===== config.mk =====
export PLATFORM = sky130hd
export DESIGN_NAME = pcm_tx_port
export DESIGN_NICKNAME = d
export VERILOG_FILES = /design/src/rtl/pcm_tx_pkg.sv /design/src/rtl/pcm_tx_sync.sv /design/src/rtl/pcm_tx_edge.sv /design/src/rtl/pcm_tx_coder.sv /design/src/rtl/pcm_tx_port.sv
export SDC_FILE = /design/constraint.sdc
export NUM_CORES = 1
export LEC_CHECK = 0
export BUFFER_PORTS_ARGS = -buffer_cell sky130_fd_sc_hd__buf_2
export CAP_MARGIN = 0
export CORE_MARGIN = 1
export CORE_UTILIZATION = 55
export DETAILED_ROUTE_END_ITERATION = 7
export PLACE_DENSITY = 0.78
export RECOVER_POWER = 100
export SYNTH_ARGS = -nofsm -noshare
export SYNTH_HDL_FRONTEND = slang
export SYNTH_HIERARCHICAL = 1
export SYNTH_SLANG_ARGS = --single-unit

===== constraint.sdc =====
create_clock -name clk -period 2.7 [get_ports clk]
set_clock_uncertainty 0.15 [all_clocks]
set_input_delay 0.54 -clock clk [delete_from_list [all_inputs] [get_ports clk]]
set_output_delay 0.54 -clock clk [all_outputs]
set_load 0.01 [all_outputs]

===== src/rtl/pcm_tx_pkg.sv =====
package pcm_tx_pkg;
    // Slot state of the serializer
    typedef enum logic {
        ST_IDLE = 1'b0,
        ST_SLOT = 1'b1
    } tx_state_e;
endpackage


===== src/rtl/pcm_tx_sync.sv =====
// Multi-bit flop-chain synchronizer; STAGES = 0 selects a pass-through.
module pcm_tx_sync #(
    parameter int WIDTH  = 3,
    parameter int STAGES = 2
) (
    input  logic             clk,
    input  logic             rst_n,
    input  logic [WIDTH-1:0] d_async,
    output logic [WIDTH-1:0] q_sync
);
    generate
        if (STAGES == 0) begin : g_bypass
            assign q_sync = d_async;
        end else begin : g_chain
            logic [WIDTH-1:0] stg_q [STAGES];
            always_ff @(posedge clk or negedge rst_n) begin
                if (!rst_n) begin
                    stg_q <= '{default: '0};
                end else begin
                    stg_q[0] <= d_async;
                    for (int i = 1; i < STAGES; i++) begin
                        stg_q[i] <= stg_q[i-1];
                    end
                end
            end
            assign q_sync = stg_q[STAGES-1];
        end
    endgenerate
endmodule


===== src/rtl/pcm_tx_edge.sv =====
// Rising-edge detector on synchronized levels.
module pcm_tx_edge #(
    parameter int WIDTH = 2
) (
    input  logic             clk,
    input  logic             rst_n,
    input  logic [WIDTH-1:0] level,
    output logic [WIDTH-1:0] rise
);
    logic [WIDTH-1:0] prev_q;

    always_ff @(posedge clk or negedge rst_n) begin
        if (!rst_n) prev_q <= '0;
        else        prev_q <= level;
    end

    assign rise = level & ~prev_q;
endmodule


===== src/rtl/pcm_tx_coder.sv =====
// Line coding: alternate-bit inversion (even positions counted from the LSB) in A-law mode.
module pcm_tx_coder #(
    parameter int W = 8
) (
    input  logic         alaw,
    input  logic [W-1:0] din,
    output logic [W-1:0] dout
);
    generate
        for (genvar i = 0; i < W; i++) begin : g_bit
            if (i % 2 == 0) begin : g_inv
                assign dout[i] = din[i] ^ alaw;
            end else begin : g_pass
                assign dout[i] = din[i];
            end
        end
    endgenerate
endmodule


===== src/rtl/pcm_tx_port.sv =====
module pcm_tx_port
    import pcm_tx_pkg::*;
#(
    parameter int SAMPLE_W    = 8,
    parameter int SYNC_STAGES = 2
) (
    input  logic                clk,
    input  logic                rst_n,
    input  logic                bclk,
    input  logic                fsync,
    input  logic                pdn_n,
    input  logic                alaw_sel,
    input  logic [SAMPLE_W-1:0] sample,
    output logic                pcm_out,
    output logic                pcm_oe
);
    localparam int CNT_W = $clog2(SAMPLE_W);
    localparam logic [CNT_W-1:0] LAST_IDX = CNT_W'(SAMPLE_W - 1);

    typedef struct packed {
        tx_state_e            st;
        logic [CNT_W-1:0]     idx;
        logic [SAMPLE_W-1:0]  sh;
    } tx_regs_t;

    logic [2:0]          lvl_s;
    logic [1:0]          rise;
    logic                pdn_s;
    logic                fs_rise;
    logic                bc_rise;
    logic [SAMPLE_W-1:0] coded;
    tx_regs_t            tx_d, tx_q;

    // {power-down, frame sync, bit clock} through the synchronizer
    pcm_tx_sync #(.WIDTH(3), .STAGES(SYNC_STAGES)) u_sync (
        .clk     (clk),
        .rst_n   (rst_n),
        .d_async ({pdn_n, fsync, bclk}),
        .q_sync  (lvl_s)
    );

    pcm_tx_edge #(.WIDTH(2)) u_edge (
        .clk   (clk),
        .rst_n (rst_n),
        .level (lvl_s[1:0]),
        .rise  (rise)
    );

    pcm_tx_coder #(.W(SAMPLE_W)) u_coder (
        .alaw (alaw_sel),
        .din  (sample),
        .dout (coded)
    );

    assign pdn_s   = lvl_s[2];
    assign fs_rise = rise[1];
    assign bc_rise = rise[0];

    always_comb begin
        tx_d = tx_q;
        unique case (tx_q.st)
            ST_IDLE: begin
                if (fs_rise) begin
                    tx_d.st  = ST_SLOT;
                    tx_d.idx = '0;
                    tx_d.sh  = coded;
                end
            end
            ST_SLOT: begin
                if (bc_rise) begin
                    if (tx_q.idx == LAST_IDX) begin
                        tx_d.st = ST_IDLE;
                    end else begin
                        tx_d.idx = tx_q.idx + CNT_W'(1);
                        tx_d.sh  = {tx_q.sh[SAMPLE_W-2:0], 1'b0};
                    end
                end
            end
            default: tx_d.st = ST_IDLE;
        endcase
        if (!pdn_s) begin
            tx_d.st  = ST_IDLE;
            tx_d.idx = '0;
        end
    end

    always_ff @(posedge clk or negedge rst_n) begin
        if (!rst_n) begin
            tx_q.st  <= ST_IDLE;
            tx_q.idx <= '0;
            tx_q.sh  <= '0;
        end else begin
            tx_q <= tx_d;
        end
    end

    assign pcm_oe  = (tx_q.st == ST_SLOT);
    assign pcm_out = pcm_oe ? tx_q.sh[SAMPLE_W-1] : 1'b1;
endmodule


==> metrics.md <==
| Metric | Value |
|---|---|
| Clock sink total | 20 |
| Hold-fix buffers, CTS | 0 |
| Antenna Nets Post-Route | 0 |
| Flop2flop setup slack | 750 ps |
| Netlist Area Pre-Place | 908 um2 |
| DR vias/cell | 5.64 |
| Setup WS pre-CTS | 1020 ps |
| Routed vias | 581 |
| CTS tree | built |
| Port Buffers | 15 |
| Wire per inst | 13.2 um |
| Largest net degree at the start of global routing | 21 |
| Hold path start | pdn_n |
| Detailed-route wire length | 1360 um |
| Final net count | 104 |
| Final setup viols | 0 |
| Cells on Worst Hold Path | 1 |
| Seq pwr share | 54.0% |
| Final Worst Setup Slack | 749 ps |
| Distinct cell type count after synthesis | 19 |
| RSZ-0062 raised after global routing | no |
| Clk slew on worst S/H paths | 110 ps |
| RD Place Congestion | 0.718 |
| Horiz. Die Dim | 42.6 um |
| FF+latch count, synth | 20 |
| Max cap viols | 0 |
| Tcrit/Tclk final | 72.3% |
| Power per cell area | 681 nW/um2 |
| Internal | 506 uW |
| DRC | 0 |
| Fmax | 0.513 GHz |
| Setup CP Type | reg -> reg |
| # H-tree levels | 1 |
| Die Y | 42.6 um |
| Reg2reg start | tx_q[8]$_DFFE_PN0P_ |
| Most frequent CP cell | ha_1 |
| Syn_nets | 95 |
| Critical path's largest stage delay | 630 ps |
| Static Leak | 0.000445 uW |
| Vias in the first global route | 562 |
| Die ar. | 1820 um2 |
| Min Tclk post-route | 1950 ps |
| First DRT Iteration DRCs | 8 |
| Top_reg_cell synth | dfrtp_1 |
| IO Count | 16 |
| Global-route wire length before repair | 2370 um |
| Number of CTS-inserted buffers | 3 |
| Setup TNS Final | 0 ps |
| Initial core utilization | 59.6% |
| Slew headroom | 33.0% |
| # Post-CTS Setup Buffers | 0 |
| Hold Crit Endpoint | u_sync/g_chain.stg_q[5]$_DFF_PN0_ |
| Critical Path Sink Type | register |
| Core ar. | 1520 um2 |
| Post-synthesis sequential area ratio | 55.1% |
| Crit path DAT | 1970 ps |
| Global Route Usage Sum | 18.2% |
| Detail Placement HPWL | 930 um |
| Synth top area cells | dfrtp_1, buf_4, a22oi_1, o21ai_1, xor2_1 |
| Clock tree root buffer cell | clkbuf_4 |
| Fraction of layout cells with a size suffix above 1 | 20.7% |
| Yosys warns | 6 |
| CTS max path bufs | 2 |
| Number of flops mapped to enable cells by yosys | 0 |
| Tightest Hold Check Type | in -> reg |
| Synth Instances | 79 |
| WP buf/inv | 0 |
| Detail Route met2 WL | 665 um |
| CP top delay family | simple AND/OR/NAND/NOR gates |
| Switch share | 21.8% |
| Slowest library cell on the worst path | and3b_1 |
| Clk pwr share | 37.1% |
| Clock Latency Late Sink | 300 ps |
| Syn_area_per_cell | 11.5 um2 |
| Crit path launch | tx_q[8]$_DFFE_PN0P_ |
| Number of hold violations in the final report | 0 |
| Status | completed |
| Met1 Routed Length | 610 um |
| First-pass detailed-route iteration total | 4 |
| R2r endpoint | tx_q[9]$_DFFE_PN0P_ |
| FP Rows | 14 |
| Top Layer Used | met4 |
| Required @ worst endpoint | 2710 ps |
| Area leader, netlist | dfrtp_1 |
| Antenna cells | 0 |
| Antenna violations before repair | 0 |
| Reg2Reg Depth | 4 |
| Combinational Power Share | 9.0% |
| Least-Margin Pin Slew | 1010 ps |
| Top-count cell post-synth | dfrtp_1 |
| Worst Hold Margin | 181 ps |
| Final Max Tran Viols | 0 |
| Metal3 WL | 64 um |
| Commonest cells post-synth | dfrtp_1, nand2_1, buf_4 |
| Worst-path cell chain | ha_1, ha_1, and3b_1, o21ai_0 |
| Maximum VDD drop | 0.514 mV |
| Post-synth ARST share | 100% |
| GRT overflow | 0 |
| Area Overhead vs Synth | 4.55% |
| Synth top area share | 55.1% |
| Psw | 141 uW |
| Post-CTS sizing | 0 |
| CP max FO | 20 |
| CP startpoint kind | register |
-- cell type report --
cell class                      instances  area (um2)
Multi-Input combinational cell         48         305
Fill cell                             133         574
Clock buffer                            3        22.5
Tap cell                               16        20.0
Timing Repair Buffer                   15        71.3
Sequential cell                        20         500
Clock inverter                          1        30.0
-- per-layer routing --
layer	vias to the layer above	track usage (%)
met4	0	8.13
met1	280	21.1
li1	284	-
met5	-	0
met2	13	28.5
met3	4	8.62
-- sequential cells by signal, indices dropped and copies added, names as in the netlist --
name,flops
pcm_oe,1
u_sync/q_sync,3
tx_q,11
u_edge/prev_q,2
u_sync/g_chain.stg_q,3
-- cell usage in the layout (no fill, tap or decap), drive strengths merged --
master  synthesis  final
dfrtp          20     20
buf            11     12
o21ai          11     11
nand2           9      9
a22oi           7      7
nand3           6      6
clkbuf          0      6
xor2            4      4
nor2b           3      3
nand3b          2      2
ha              2      2
a31oi           1      1
or2b            1      1
and3b           1      1
nand2b          1      1
bufinv          0      1
-- worst max-delay path by stage --
stage / to / slack [ps] / depth (start not counted)
floorplan: tx_q[8]$_DFFE_PN0P_ / 1160 / 5
global placement: tx_q[5]$_DFFE_PN0P_ / 1080 / 5
detailed placement: tx_q[9]$_DFFE_PN0P_ / 1020 / 5
CTS: pcm_out / 870 / 2
global route: tx_q[8]$_DFFE_PN0P_ / 580 / 5
finish: tx_q[9]$_DFFE_PN0P_ / 750 / 4
-- power by group through the flow --
stage	registers (uW)	clock network [uW]	logic, uW
4_1_cts	350	246	64.1
3_5_place_dp	354	0	64.7
6_report	349	240	58.0
2_1_floorplan	349	0	51.4
3_3_place_gp	355	0	61.5
5_1_grt	353	256	66.9
-- cell families after synthesis --
kind of cell | count (synthesis) | share of synthesized area (%)
xor gates and xnor gates | 4 | 3.86
adders and majority gates | 2 | 2.75
buffers and inverters | 11 | 9.64
and+or+nand+nor | 23 | 15.3
DFF | 20 | 55.1
AOI/OAI and AO/OA | 19 | 13.4
-- through the flow --
step | cell area [um2] | cells | total power [uW] | utilization [%]
floorplan | 908 | 79 | 401 | -
global placement | 916 | 99 | 416 | 60.1
detailed placement | 916 | 99 | 419 | 60.1
CTS | 968 | 103 | 660 | 63.5
global route | 950 | 103 | 677 | 62.3
finish | 950 | 103 | 647 | 62.3
(Power assumes the default switching activity.)
